[config.mk]
export PLATFORM = sky130hd
export DESIGN_NAME = prot_mode_ctrl
export DESIGN_NICKNAME = d
export VERILOG_FILES = /design/src/rtl/prot_mode_pkg.sv /design/src/rtl/prot_nv_loader.sv /design/src/rtl/prot_erase_arm.sv /design/src/rtl/prot_mode_fsm.sv /design/src/rtl/prot_perm_reg.sv /design/src/rtl/prot_mode_ctrl.sv
export SDC_FILE = /design/constraint.sdc
export NUM_CORES = 1
export LEC_CHECK = 0
export ABC_AREA = 1
export BUFFER_PORTS_ARGS = -buffer_cell sky130_fd_sc_hd__buf_2
export CORE_AREA = 2 2 39 41
export DETAILED_ROUTE_END_ITERATION = 6
export DIE_AREA = 0 0 41 43
export GPL_ROUTABILITY_DRIVEN = 0
export GPL_TIMING_DRIVEN = 1
export PLACE_DENSITY = 0.74
export RECOVER_POWER = 25
export SYNTH_ARGS = -nofsm -noshare
export SYNTH_HDL_FRONTEND = slang
export SYNTH_HIERARCHICAL = 1
export SYNTH_SLANG_ARGS = --single-unit
[constraint.sdc]
create_clock -name clk -period 3.2 [get_ports clk]
set_input_delay 0.32 -clock clk [delete_from_list [all_inputs] [get_ports clk]]
set_output_delay 0.32 -clock clk [all_outputs]
set_load 0.01 [all_outputs]
[src/rtl/prot_mode_pkg.sv]
package prot_mode_pkg;

  typedef enum logic [1:0] {
    PM_BOOT = 2'b00,
    PM_OPEN = 2'b01,
    PM_PROT = 2'b10,
    PM_KILL = 2'b11
  } pmode_e;

  typedef struct packed {
    logic dbg_en;
    logic dbg_stall;
    logic erase_ok;
    logic prog_ok;
    logic force_priv;
  } perm_t;

  // Whether a requested step from cur to req may be committed.
  function automatic logic step_allowed(input pmode_e cur, input pmode_e req,
                                        input logic armed);
    logic ok;
    ok = 1'b0;
    case (cur)
      PM_OPEN: ok = (req == PM_PROT) || (req == PM_KILL);
      PM_PROT: ok = (req == PM_OPEN) && armed;
      default: ok = 1'b0;
    endcase
    return ok;
  endfunction

  // Permission set granted by a mode.
  function automatic perm_t perms_of(input pmode_e m);
    perm_t p;
    p.dbg_en     = (m == PM_OPEN);
    p.dbg_stall  = (m == PM_BOOT);
    p.erase_ok   = (m == PM_OPEN) || (m == PM_PROT);
    p.prog_ok    = (m == PM_OPEN);
    p.force_priv = (m == PM_BOOT);
    return p;
  endfunction

endpackage

[src/rtl/prot_nv_loader.sv]
module prot_nv_loader
  import prot_mode_pkg::*;
#(
  parameter int NV_W = 8
) (
  input  logic            nv_valid,
  input  logic [NV_W-1:0] nv_word,
  input  logic            in_boot,
  output logic            load_fire,
  output pmode_e          load_mode
);

  localparam int CODE_W = 2;

  // Anything but a clean open/protected/kill code decodes to open.
  function automatic pmode_e decode_nv(input logic [NV_W-1:0] w);
    logic [NV_W-1:0] hi;
    logic [1:0]      lo;
    hi = w >> CODE_W;
    lo = w[CODE_W-1:0];
    if (hi != '0 || lo == 2'b00) return PM_OPEN;
    return pmode_e'(lo);
  endfunction

  assign load_fire = nv_valid && in_boot;
  assign load_mode = decode_nv(nv_word);

  always_comb begin
    assert (load_mode != PM_BOOT) else $error("AST_NV_NEVER_BOOT");
  end

endmodule

[src/rtl/prot_erase_arm.sv]
module prot_erase_arm
  import prot_mode_pkg::*;
(
  input  logic   clk,
  input  logic   rst_n,
  input  logic   erase_done,
  input  pmode_e mode_i,
  input  logic   to_open,
  output logic   armed_o,
  output logic   arm_set
);

  logic armed_q;

  assign arm_set = erase_done && (mode_i == PM_PROT);

  always_ff @(posedge clk or negedge rst_n) begin
    if (!rst_n)       armed_q <= 1'b0;
    else if (to_open) armed_q <= 1'b0;
    else if (arm_set) armed_q <= 1'b1;
  end

  assign armed_o = armed_q;

  AST_ARM_ONLY_IN_PROT: assert property (@(posedge clk) disable iff (!rst_n)
    armed_q |-> (mode_i == PM_PROT)) else $error("AST_ARM_ONLY_IN_PROT");

  AST_ARM_USED_ONCE: assert property (@(posedge clk) disable iff (!rst_n)
    (to_open && !arm_set) |=> !armed_q) else $error("AST_ARM_USED_ONCE");

endmodule

[src/rtl/prot_mode_fsm.sv]
module prot_mode_fsm
  import prot_mode_pkg::*;
(
  input  logic       clk,
  input  logic       rst_n,
  input  logic       load_fire,
  input  pmode_e     load_mode,
  input  logic       wr_en,
  input  logic [1:0] wr_mode,
  input  logic       armed_i,
  output pmode_e     mode_o,
  output logic       wr_accept,
  output logic       to_open
);

  pmode_e mode_q, mode_d;
  pmode_e req;

  assign req       = pmode_e'(wr_mode);
  assign wr_accept = wr_en && step_allowed(mode_q, req, armed_i);
  assign to_open   = wr_accept && (mode_q == PM_PROT);

  always_comb begin
    mode_d = mode_q;
    if (mode_q == PM_BOOT) begin
      if (load_fire) mode_d = load_mode;
    end else if (wr_accept) begin
      mode_d = req;
    end
  end

  always_ff @(posedge clk or negedge rst_n) begin
    if (!rst_n) mode_q <= PM_BOOT;
    else        mode_q <= mode_d;
  end

  assign mode_o = mode_q;

  AST_KILL_TERMINAL: assert property (@(posedge clk) disable iff (!rst_n)
    (mode_q == PM_KILL) |=> (mode_q == PM_KILL)) else $error("AST_KILL_TERMINAL");

  AST_NO_BOOT_REENTRY: assert property (@(posedge clk) disable iff (!rst_n)
    (mode_q != PM_BOOT) |=> (mode_q != PM_BOOT)) else $error("AST_NO_BOOT_REENTRY");

  AST_BOOT_WAITS_LOAD: assert property (@(posedge clk) disable iff (!rst_n)
    (mode_q == PM_BOOT && !load_fire) |=> (mode_q == PM_BOOT)) else $error("AST_BOOT_WAITS_LOAD");

  AST_PROT_NEEDS_ARM: assert property (@(posedge clk) disable iff (!rst_n)
    (mode_q == PM_PROT && !armed_i) |=> (mode_q == PM_PROT)) else $error("AST_PROT_NEEDS_ARM");

  AST_NO_PROT_TO_KILL: assert property (@(posedge clk) disable iff (!rst_n)
    (mode_q == PM_PROT) |=> (mode_q != PM_KILL)) else $error("AST_NO_PROT_TO_KILL");

  AST_IDLE_HOLDS: assert property (@(posedge clk) disable iff (!rst_n)
    (mode_q != PM_BOOT && !wr_en) |=> $stable(mode_q)) else $error("AST_IDLE_HOLDS");

endmodule

[src/rtl/prot_perm_reg.sv]
module prot_perm_reg
  import prot_mode_pkg::*;
(
  input  logic   clk,
  input  logic   rst_n,
  input  pmode_e mode_i,
  output perm_t  perm_o
);

  perm_t perm_q;

  always_ff @(posedge clk or negedge rst_n) begin
    if (!rst_n) perm_q <= perms_of(PM_BOOT);
    else        perm_q <= perms_of(mode_i);
  end

  assign perm_o = perm_q;

  AST_STALL_EXCLUDES_DEBUG: assert property (@(posedge clk) disable iff (!rst_n)
    perm_q.dbg_stall |-> !perm_q.dbg_en) else $error("AST_STALL_EXCLUDES_DEBUG");

  AST_KILL_NO_ERASE: assert property (@(posedge clk) disable iff (!rst_n)
    (mode_i == PM_KILL) |=> !perm_q.erase_ok) else $error("AST_KILL_NO_ERASE");

  AST_PROG_NEEDS_DEBUG: assert property (@(posedge clk) disable iff (!rst_n)
    perm_q.prog_ok |-> perm_q.dbg_en) else $error("AST_PROG_NEEDS_DEBUG");

endmodule

[src/rtl/prot_mode_ctrl.sv]
module prot_mode_ctrl
  import prot_mode_pkg::*;
#(
  parameter int NV_W = 8
) (
  input  logic            clk,
  input  logic            rst_n,
  input  logic            nv_valid,
  input  logic [NV_W-1:0] nv_word,
  input  logic            wr_en,
  input  logic [1:0]      wr_mode,
  input  logic            erase_done,
  output logic [1:0]      mode_o,
  output logic            dbg_en,
  output logic            dbg_stall,
  output logic            erase_ok,
  output logic            dbg_prog_ok,
  output logic            force_priv
);

  // Named internal events
  logic   load_fire;
  pmode_e load_mode;
  pmode_e mode_cur;
  logic   armed;
  logic   arm_set;
  logic   wr_accept;
  logic   to_open;
  perm_t  perm;

  prot_nv_loader #(.NV_W(NV_W)) u_loader (
    .nv_valid  (nv_valid),
    .nv_word   (nv_word),
    .in_boot   (mode_cur == PM_BOOT),
    .load_fire (load_fire),
    .load_mode (load_mode)
  );

  prot_mode_fsm u_fsm (
    .clk       (clk),
    .rst_n     (rst_n),
    .load_fire (load_fire),
    .load_mode (load_mode),
    .wr_en     (wr_en),
    .wr_mode   (wr_mode),
    .armed_i   (armed),
    .mode_o    (mode_cur),
    .wr_accept (wr_accept),
    .to_open   (to_open)
  );

  prot_erase_arm u_arm (
    .clk        (clk),
    .rst_n      (rst_n),
    .erase_done (erase_done),
    .mode_i     (mode_cur),
    .to_open    (to_open),
    .armed_o    (armed),
    .arm_set    (arm_set)
  );

  prot_perm_reg u_perm (
    .clk    (clk),
    .rst_n  (rst_n),
    .mode_i (mode_cur),
    .perm_o (perm)
  );

  assign mode_o      = mode_cur;
  assign dbg_en      = perm.dbg_en;
  assign dbg_stall   = perm.dbg_stall;
  assign erase_ok    = perm.erase_ok;
  assign dbg_prog_ok = perm.prog_ok;
  assign force_priv  = perm.force_priv;

  AST_ACCEPT_NOT_IN_BOOT: assert property (@(posedge clk) disable iff (!rst_n)
    wr_accept |-> (mode_cur != PM_BOOT)) else $error("AST_ACCEPT_NOT_IN_BOOT");

  AST_ARM_NEVER_IN_KILL: assert property (@(posedge clk) disable iff (!rst_n)
    (mode_cur == PM_KILL) |-> !arm_set) else $error("AST_ARM_NEVER_IN_KILL");

endmodule

; Yosys cells after proc, flatten, opt, wreduce, memory -nomap -nowiden
; Index checks and enable logic that the tools add are counted.
; Widths: inputs -> output; s select.
[totals]
ff_bits = 6
inputBits = 15
output_inout_bits = 7
wordCells = 34
[op_classes]
eq_ne = 6
n_mux = 9
reduce_logical = 14
[op_table]
columns = op, n
row1 = $mux 2, 5
row2 = $reduce_bool 8->1, 1
row3 = $eq 2x2->1 const B, 3
row4 = $logic_and 1x1->1, 5
row5 = $eq 2x1->1 const B, 2
row6 = $logic_not 2->1, 2
row7 = $reduce_bool 2->1, 2
row8 = $logic_or 1x1->1, 3
row9 = $mux 1, 3
row10 = $ne 2x2->1 const B, 1
row11 = $pmux 1 s2, 1
row12 = $reduce_and 2->1, 1

; Logic depth before layout (Yosys ltp)
[depth]
word_depth = 6
ltp_mapped = 9
mapped_depth_nobuf = 9

; Modules after synthesis
; The synthesis kept the hierarchy.
[modules_own_cells]
columns = module, n_inst, cells_each, area_per_inst_um2, seq_area_each_um2
row1 = prot_mode_fsm, 1, 33, 205.2, 50.0
row2 = prot_perm_reg, 1, 9, 123.9, 76.3
row3 = prot_nv_loader, 1, 18, 73.8, 0.0
row4 = prot_erase_arm, 1, 6, 55.1, 25.0
row5 = prot_mode_ctrl, 1, 1, 3.8, 0.0

; Least setup slack after synthesis
; Ideal clock, no wire load.
[synth_path]
kind = register -> register
start = register u_fsm.mode_q[0] (netlist: u_fsm/mode_o[0])
end = register u_arm.armed_q (netlist: u_arm/armed_o)
arrival_time_ns = 1.244
required_ns = 3.080
path_slack_ns = 1.836
stages_incl_launch_ff = 8
path_buffers = 0
period_less_slack_ns = 1.364
cell_sequence = dfrtp_1 inv_1 ha_1 nand2_1 a21oi_1 nand2_1 nor2_1 a21oi_2
[synth_between]
elab_chain_cells = 5
word_cells_on_any_way = 8
cone_classes = eq/ne (2) / mux (2) / reduce/logical (4)
[synth_rtl]
columns = item, line
row1 = from (decl), prot_mode_fsm.sv:16  ; pmode_e mode_q, mode_d;
row2 = from (signal assigned), prot_mode_fsm.sv:34  ; else mode_q <= mode_d;
row3 = $eq 2x2->1 or $eq 2x1->1 (tied branches), "prot_mode_pkg.sv:23, prot_mode_fsm.sv:21"
row4 = $pmux 1 s2, prot_mode_pkg.sv:23  ; case (cur)
row5 = $logic_and 1x1->1, prot_mode_fsm.sv:20  ; assign wr_accept = wr_en && step_allowed(mode_q, req, armed_i);
row6 = $logic_and 1x1->1 *, prot_mode_fsm.sv:21  ; assign to_open = wr_accept && (mode_q == PM_PROT);
row7 = named net to_open, prot_mode_ctrl.sv:28  ; logic to_open;
row8 = $mux 1 or $reduce_bool 2->1 (tied branches), --
row9 = to (signal assigned), prot_erase_arm.sv:18  ; if (!rst_n) armed_q <= 1'b0;
row10 = to (signal assigned), prot_erase_arm.sv:19  ; else if (to_open) armed_q <= 1'b0;
row11 = to (signal assigned), prot_erase_arm.sv:20  ; else if (arm_set) armed_q <= 1'b1;
row12 = to (decl), prot_erase_arm.sv:13  ; logic armed_q;
; The timed path passes the listed nets; every way through them passes the cells marked *.
; A chain may end at the register's enable or synchronous reset.

; Worst setup path after layout
[layout_path]
start = register u_fsm.mode_q[1] (netlist: u_fsm/mode_o[1])
end = register u_fsm.mode_q[0] (netlist: u_fsm/mode_o[0])
[layout_between]
elab_chain_cells = 5
word_cells_on_any_way = 10
cone_classes = eq/ne (3) / mux (2) / reduce/logical (5)
[layout_rtl]
columns = item, line
row1 = $eq 2x2->1 or $eq 2x1->1 (tied branches), prot_mode_pkg.sv:23
row2 = $pmux 1 s2, prot_mode_pkg.sv:23
row3 = $logic_and 1x1->1, prot_mode_fsm.sv:20
row4 = $reduce_bool 2->1 (no source line), --
row5 = $reduce_and 2->1 (no source line), --
; Several ways; a longest one is shown, not always the timed one.

==> results_dict.tcl <==
set metrics [dict create \
    initial_core_util_pct 32.8 \
    grtUsageMet2_pct 18.8 \
    grt_most_used_layer "met2" \
    critPathLaunch "u_fsm/mode_o[1]" \
    yosys_warnings 6 \
    first_pass_iters 4 \
    antenna_found_initial 0 \
    route.detailed.drc 0 \
    maxSlewViolCount 0 \
    rsz0062_at_grt "no" \
    seq_area_sq_um 151 \
    crit_type "flop to flop" \
    synth_area_per_cell_sq_um 6.99 \
    fmaxAchievable_mhz 701 \
    reg2reg_from "u_fsm/mode_o[1]" \
    postCtsSetupBuffers 0 \
    dp.cells 100 \
    dp_hpwl_um 722 \
    syn_nets 85 \
    fillers 146 \
    finalSetupTns_ns 0 \
    tritoncts "done" \
    syn2layout_area_growth_pct 32.0 \
    hold_path.class "primary input to flop" \
    final_antenna_net_count 0 \
    h-tree-depth 1 \
    status "finished, final reports clean" \
    min_from "erase_done" \
    powerDensity_nw_per_um2 744 \
    nets 110 \
    finalHoldViolCount 0 \
    ir_drop_mv 0.202 \
    grt_util_met3_pct 1.57 \
    grt_max_degree 9 \
    grt_util_met1_pct 13.3 \
    slew_headroom_pct 79.1 \
    vias 444 \
    overflow 0 \
    critPathRequiredTime_ns 3.37 \
    cp-end-kind "flop" \
    clockBufferDepth 2 \
    dpl_cell_area_sq_um 564 \
    io_pins 22 \
    placeableCoreArea_sq_um 1380 \
    grt_pass1_vias 392 \
    syn_inst 65 \
    cts_root_buf "clkbuf_4" \
    timing.hold.ws_ns 0.323 \
    fin_ws_ns 1.77 \
    cts.sinks 6 \
    rows 14 \
    final_area_sq_um 599 \
    drt-wirelength-per-cell_um 8.30 \
    io_buffers 21 \
    via_per_inst 4.23 \
    fin_cells 105 \
    cts_buffers 3 \
    final_util_pct 43.3 \
    drive_gt1_share_pct 31.5 \
    max-cap-violations 0 \
    preCtsSetupSlack_ns 1.79 \
    leakagePower_nw 0.375 \
    path_clk_slew_ns 0.06 \
    critPathMaxFanout 7 \
    power_mw 0.446 \
    setup_viol 0 \
    antenna_cells 0 \
    grtUsageTotal_pct 11.4 \
    worstSetupStartpointType "flop" \
    finClkSkew_ns 0.0161 \
    dieWidth_um 41 \
    clk_latency_ns 0.25 \
    min_period_ns 1.43 \
    arrival_ns 1.60 \
    wirelength_um 871 \
    worst_pin_slew_ns 0.314 \
    drtIter0Drc 8 \
    die_area_sq_um 1760 \
    syn_area_sq_um 454 \
    grt_pass1_wl_mm 1.41 \
    fin_crit_sh_pct 44.6 \
    die_y_um 43 \
    multi_input_area_sq_um 220 \
]
[critical path: stages (launching register included)]
cell and delay (ns):
dfrtp_1 0.47, inv_1 0.10, ha_1 0.28, nand2_1 0.04, a21oi_1 0.15, nand2_1 0.10, nand2_1 0.09, nand3_1 0.07
nand2_1 0.05
[per-layer routing]
metal,share of wire [%],up-vias,wire length (um)
li1,-,237,-
met1,45,185,390
met2,47,22,410
met3,8.0,0,70
met4,0,0,0
met5,0,-,0
[report_power, final]
group	switching [mW]	leakage, nW	internal (mW)
clock	0.0295	0.0150	0.0474
combinational	0.128	0.293	0.0914
sequential	0.0351	0.0671	0.115
[state kept, by name, indices dropped and copies added (netlist names)]
name,count
u_fsm/mode_o,2
u_perm/perm_o,3
u_arm/armed_o,1
[worst paths after layout]
check | cells past startpoint | slack (ns) | end
max reg2reg | 8 | 1.77 | u_fsm/mode_o[0]
max | 8 | 1.77 | u_fsm/mode_o[0]
min | 3 | 0.32 | u_arm/armed_o
min in group asynchronous | 2 | 0.46 | u_perm/perm_o[4]
min reg2reg | 2 | 0.57 | u_arm/armed_o
max in group asynchronous | 2 | 2.43 | u_perm/perm_o[3]
[area by class of cell]
class	instances	share of cell area [%]
well taps	16	3.34
repair buffers	22	19.0
multi-input cells	39	36.7
inverters	18	11.3
clock buffers	4	4.38
flip-flops and latches	6	25.3
[cells in the final DEF, fill, tap and decap left out, types with 2 or more instances in the layout]
cell / n
buf_2: 20
inv_1: 17
nand2_1: 16
nand3_1: 6
nor2_1: 5
dfrtp_1: 5
ha_1: 5
clkbuf_4: 3
clkbuf_1: 2
[what timing repair did]
item                                   CTS  global route
hold buffers                             1             0
endpoints found under the hold margin    5             0
resized for setup                        0             0
Power figures use the tool's default switching activity.
